--- src/rtl/dual_pair_pkg.sv ---
package dual_pair_pkg;
  localparam int CLASS_W = 3;
  localparam int REG_W   = 5;
  localparam int TAG_W   = 2;
  localparam int INSTR_W = CLASS_W + 3 * REG_W + TAG_W;

  typedef enum logic [CLASS_W-1:0] {
    OP_ALU   = 3'd0,
    OP_SHIFT = 3'd1,
    OP_MUL   = 3'd2,
    OP_DIV   = 3'd3,
    OP_BRA   = 3'd4,
    OP_MEM   = 3'd5,
    OP_FP    = 3'd6,
    OP_RSVD  = 3'd7
  } opc_e;

  typedef struct packed {
    opc_e             opClass;
    logic [REG_W-1:0] dst;
    logic [REG_W-1:0] srcA;
    logic [REG_W-1:0] srcB;
    logic [TAG_W-1:0] resTag;
  } instr_t;

  typedef struct packed {
    logic       issueU;
    logic       issueV;
    logic [1:0] take;
  } pair_ctrl_t;
endpackage

--- src/rtl/dual_pair_ctrl.sv ---
module dual_pair_ctrl
  import dual_pair_pkg::*;
(
  input  logic       stall,
  input  logic       flush,
  input  logic       oldValid,
  input  instr_t     oldIn,
  input  logic       yngValid,
  input  instr_t     yngIn,
  output pair_ctrl_t ctrl
);
  logic vClassOk;
  logic rawHit;
  logic resHit;
  logic fpAny;
  logic canPair;
  logic go;
  logic unusedFields;

  assign unusedFields = ^{yngIn.dst, oldIn.srcA, oldIn.srcB};

  always_comb begin
    vClassOk = (yngIn.opClass == OP_ALU) || (yngIn.opClass == OP_SHIFT) ||
               (yngIn.opClass == OP_MEM) || (yngIn.opClass == OP_BRA);
    rawHit   = ((yngIn.srcA != '0) && (yngIn.srcA == oldIn.dst)) ||
               ((yngIn.srcB != '0) && (yngIn.srcB == oldIn.dst));
    resHit   = (oldIn.resTag != '0) && (oldIn.resTag == yngIn.resTag);
    fpAny    = (oldIn.opClass == OP_FP) || (yngIn.opClass == OP_FP);
    canPair  = yngValid && vClassOk && !fpAny && (oldIn.opClass != OP_BRA) &&
               !rawHit && !resHit;
    go       = oldValid && !stall && !flush;

    ctrl.issueU = go;
    ctrl.issueV = go && canPair;
    ctrl.take   = !go ? 2'd0 : (canPair ? 2'd2 : 2'd1);
  end
endmodule

--- src/rtl/dual_pair_dp.sv ---
module dual_pair_dp
  import dual_pair_pkg::*;
(
  input  logic       clk,
  input  logic       rstN,
  input  pair_ctrl_t ctrl,
  input  instr_t     oldIn,
  input  instr_t     yngIn,
  output logic       uIssue,
  output instr_t     uInstr,
  output logic       vIssue,
  output instr_t     vInstr,
  output logic [1:0] consumed
);
  assign consumed = ctrl.take;

  always_ff @(posedge clk or negedge rstN) begin
    if (!rstN) begin
      uIssue <= 1'b0;
      vIssue <= 1'b0;
      uInstr <= '0;
      vInstr <= '0;
    end else begin
      uIssue <= ctrl.issueU;
      vIssue <= ctrl.issueV;
      if (ctrl.issueU) uInstr <= oldIn;
      if (ctrl.issueV) vInstr <= yngIn;
    end
  end
endmodule

--- src/rtl/dual_pair_issue.sv ---
module dual_pair_issue
  import dual_pair_pkg::*;
(
  input  logic               clk,
  input  logic               rstN,
  input  logic               stall,
  input  logic               flush,
  input  logic               oldValid,
  input  logic [INSTR_W-1:0] oldInstr,
  input  logic               yngValid,
  input  logic [INSTR_W-1:0] yngInstr,
  output logic               uIssue,
  output logic [INSTR_W-1:0] uInstr,
  output logic               vIssue,
  output logic [INSTR_W-1:0] vInstr,
  output logic [1:0]         consumed
);
  instr_t     oldW;
  instr_t     yngW;
  instr_t     uW;
  instr_t     vW;
  pair_ctrl_t ctrl;

  assign oldW   = instr_t'(oldInstr);
  assign yngW   = instr_t'(yngInstr);
  assign uInstr = uW;
  assign vInstr = vW;

  dual_pair_ctrl u_ctrl (
    .stall    (stall),
    .flush    (flush),
    .oldValid (oldValid),
    .oldIn    (oldW),
    .yngValid (yngValid),
    .yngIn    (yngW),
    .ctrl     (ctrl)
  );

  dual_pair_dp u_dp (
    .clk      (clk),
    .rstN     (rstN),
    .ctrl     (ctrl),
    .oldIn    (oldW),
    .yngIn    (yngW),
    .uIssue   (uIssue),
    .uInstr   (uW),
    .vIssue   (vIssue),
    .vInstr   (vW),
    .consumed (consumed)
  );
endmodule

--- config.mk ---
export PLATFORM = sky130hd
export DESIGN_NAME = dual_pair_issue
export DESIGN_NICKNAME = d
export VERILOG_FILES = /design/src/rtl/dual_pair_pkg.sv /design/src/rtl/dual_pair_ctrl.sv /design/src/rtl/dual_pair_dp.sv /design/src/rtl/dual_pair_issue.sv
export SDC_FILE = /design/constraint.sdc
export NUM_CORES = 1
export LEC_CHECK = 0
export BUFFER_PORTS_ARGS = -buffer_cell sky130_fd_sc_hd__buf_2
export CORE_MARGIN = 4
export CORE_UTILIZATION = 46
export DETAILED_ROUTE_END_ITERATION = 7
export PLACE_DENSITY = 0.78
export SLEW_MARGIN = 40
export SYNTH_ARGS = -nofsm -noshare
export SYNTH_HDL_FRONTEND = slang
export SYNTH_HIERARCHICAL = 1
export SYNTH_SLANG_ARGS = --single-unit
export TNS_END_PERCENT = 50
--- constraint.sdc ---
create_clock -name clk -period 1.7 [get_ports clk]
set_input_delay 0.255 -clock clk [delete_from_list [all_inputs] [get_ports clk]]
set_output_delay 0.255 -clock clk [all_outputs]
set_load 0.01 [all_outputs]
==> impl_summary.txt <==
----------------------------------------------------
[Timing]
  Number of max-slew violations in the final report ... 0
  Post-Route Skew ... 0 ns
  Crit share post-route ... 95.3%
  Final critical path time including I/O delays and setup ... 1.62 ns
  Worst Max-Slew Pin Slew ... 0.517 ns
  Endpoints failing hold ... 0
  Relative slew slack ... 65.5%
  Achievable clock frequency ... 617 MHz
  Count of final setup violators ... 0
  Worst hold-check slack ... 0.195 ns
  Unrepaired setup endpoints after global routing ... yes

[Logic synthesis]
  #FFs+latches synth ... 42
  Number of warnings reported in the yosys synthesis log ... 6
  Most used DFF post-synth ... sky130_fd_sc_hd__dfrtp_1
  Number of enable flip-flop cells after synthesis ... 0
  Sequential element share of the synthesized area ... 54.3%
  Mapped Avg Cell Area ... 16.5 sq um
  Mapped Area ... 1930 sq um
  Fraction of registers with async set/reset ... 100%
  Net count of the mapped netlist ... 163
  Gate count of the mapped netlist ... 117
  Netlist cell types ... 21

[Drt]
  Via/cell ratio ... 4.86
  Post-detailed-route count of antenna-violating nets ... 0
  Count of TritonRoute iterations in the first routing pass ... 4
  Detailed-route DRC error count ... 0
  Count of vias placed by the detailed router ... 1321
  Drt wl/cell ... 15.8 um
  First DRT Iteration DRCs ... 31
  Final WL ... 4300 um

[Worst setup path]
  Required time of the critical path ... 1.44 ns
  Worst setup SP type ... input pin
  Critical path class ... in -> out
  CP Capture Type ... output pin
  Critical path fanouts, max ... 3
  Data arrival time at the worst-slack endpoint ... 1.37 ns

[GRT]
  GR Util All Layers ... 17.3%
  Pin count of the biggest net entering global routing ... 23
  Antenna violations before repair ... 0
  Total gr overflow ... 0
  Wire length of the first global-routing pass ... 6810 um
  Via count of the first global-routing pass ... 1437

[Die]
  Die area ... 5310 sq um
  Die Span Y ... 72.8 um
  Starting density of the core ... 48.0%
  Die width ... 72.8 um
  Total number of placement rows ... 23
  Top-level port count ... 90
  Core Box Area ... 4030 sq um

[Final layout]
  Ratio of cells with drive above 1 in the final layout ... 70.7%
  Area delta synth->final ... 38.4%
  Fin area ... 2680 sq um
  Nets ... 267
  Antenna diodes ... 0
  Layout fillers ... 303

[Clocking]
  Maximum level of the CTS H-tree ... 2
  Total CTS buffers ... 5
  Clock slew at reported path FFs ... 0.08 ns
  Clock sinks ... 42
  Clock tree buffer depth ... 2
  CTS tree ... done
  CTS root buf ... sky130_fd_sc_hd__clkbuf_8
  Insertion delay to the later sink of the worst-skew pair ... 0.28 ns

[Status]
  Outcome ... complete, no violations

[Placed design]
  HPWL after detailed placement ... 3400 um
  Total cell area at the placement stage ... 2510 sq um
  Placer's final routability congestion estimate ... 0.725
  PortBufs ... 89

[Power and ir drop]
  Worst IR Drop VDD ... 595 uV
  Pwr/cell area ... 1080 nW/um^2
  Leakage power ... 1.38 nW

[Job]
  Count of max-cap constraint violations ... 0

[Worst hold path]
  Hold Crit Class ... in -> reg

----------------------------------------------------
[cells in the mapped netlist (all sizes together) (2+ instances only)]
cell / count / area (sq um)
xor2: 8 / 70.1
mux2: 40 / 601
nor4: 4 / 31.3
buf: 8 / 75.1
o21ai: 2 / 10.0
and3: 2 / 12.5
dfrtp: 42 / 1050
[cell type report]
class | instances | area (sq um) | area share, %
Sequential cell | 42 | 1050 | 39.3
Clock inverter | 1 | 30.0 | 1.12
Clock buffer | 7 | 76.3 | 2.85
Multi-Input combinational cell | 67 | 840 | 31.4
Tap cell | 50 | 62.6 | 2.34
Timing Repair Buffer | 105 | 617 | 23.0
[where the power goes]
group	total [W]	internal (W)	switching, W
Sequential	0.00132	0.00121	0.000116
Combinational	0.000826	0.000492	0.000333
Clock	0.000741	0.000439	0.000302
[logic make-up after synthesis]
group | Yosys count | share of synthesized area [%]
DFF | 42 | 54.3
muxes | 40 | 31.0
and+or+nand+nor | 14 | 5.11
xor gates and xnor gates | 9 | 4.08
buffers and inverters | 8 | 3.88
AOI/OAI and AO/OA | 4 | 1.55
[flip-flops by register name, indices dropped and copies added (netlist names)]
register / flops
u_dp/uInstr: 20
u_dp/uIssue: 1
u_dp/vInstr: 20
u_dp/vIssue: 1
[per-layer routing]
metal  share of wire [%]  routed length [um]  global-route usage, %  vias to the layer above
met2                  44                1910                   26.9                       69
met5                   0                   0                      0                        -
li1                    -                   -                      -                      616
met3                  10                 432                   5.65                        7
met1                  44                1890                   22.6                      629
met4                 1.6                  71                   6.15                        0
[per-stage QoR]
| stage | worst slack (ns) | util [%] | std cells | power, W | TNS (ns) |
|---|---|---|---|---|---|
| 5_1_grt | -0.0166 | 66.4 | 272 | 0.00304 | -0.0166 |
| 3_3_place_gp | -0.196 | 62.4 | 262 | 0.00214 | -3.97 |
| 6_report | 0.0800 | 66.4 | 272 | 0.00289 | 0 |
| 4_1_cts | 0.0103 | 66.1 | 274 | 0.00292 | 0 |
| 3_5_place_dp | -0.234 | 62.4 | 262 | 0.00217 | -4.51 |
| 2_1_floorplan | 0.0198 | - | 117 | 0.00179 | 0 |
[critical path: stages]
cell and delay [ns]:
sky130_fd_sc_hd__buf_2 0.13, sky130_fd_sc_hd__xor2_1 0.16, sky130_fd_sc_hd__nor4_1 0.27, sky130_fd_sc_hd__o21ai_1 0.14, sky130_fd_sc_hd__buf_4 0.15, sky130_fd_sc_hd__a21boi_1 0.10, sky130_fd_sc_hd__buf_2 0.15
[worst paths after layout]
kind                                 from         endpoint  slack, ns  cells after the start
setup / recovery             oldInstr[13]      consumed[0]       0.08                      7
hold / removal               yngInstr[16]  u_dp/vInstr[16]       0.20                      2
setup reg to reg           u_dp/vInstr[4]   u_dp/vInstr[4]       0.91                      1
hold reg to reg            u_dp/vInstr[3]   u_dp/vInstr[3]       0.51                      1
max in group asynchronous            rstN   u_dp/uInstr[4]       0.73                      3
min in group asynchronous            rstN  u_dp/uInstr[14]       0.50                      2
[what timing repair did]
item	4_1_cts	5_1_grt
endpoints found under the setup margin	1	17
endpoints found under the hold margin	21	0
setup buffers	3	0
resized for setup	4	9
hold buffers	1	0
cloned	0	0
pin swaps	3	5
[layout by cell type, fill, tap and decap left out, types with 2 or more instances in the layout]
master                      n
sky130_fd_sc_hd__xor2_1     8
sky130_fd_sc_hd__nor4_2     2
sky130_fd_sc_hd__buf_12     2
sky130_fd_sc_hd__buf_2     84
sky130_fd_sc_hd__mux2_4    40
sky130_fd_sc_hd__buf_4     15
sky130_fd_sc_hd__buf_6      3
sky130_fd_sc_hd__clkbuf_1   2
sky130_fd_sc_hd__clkbuf_8   5
sky130_fd_sc_hd__o21ai_1    2
sky130_fd_sc_hd__dfrtp_1   42
(Power assumes the default switching activity.)
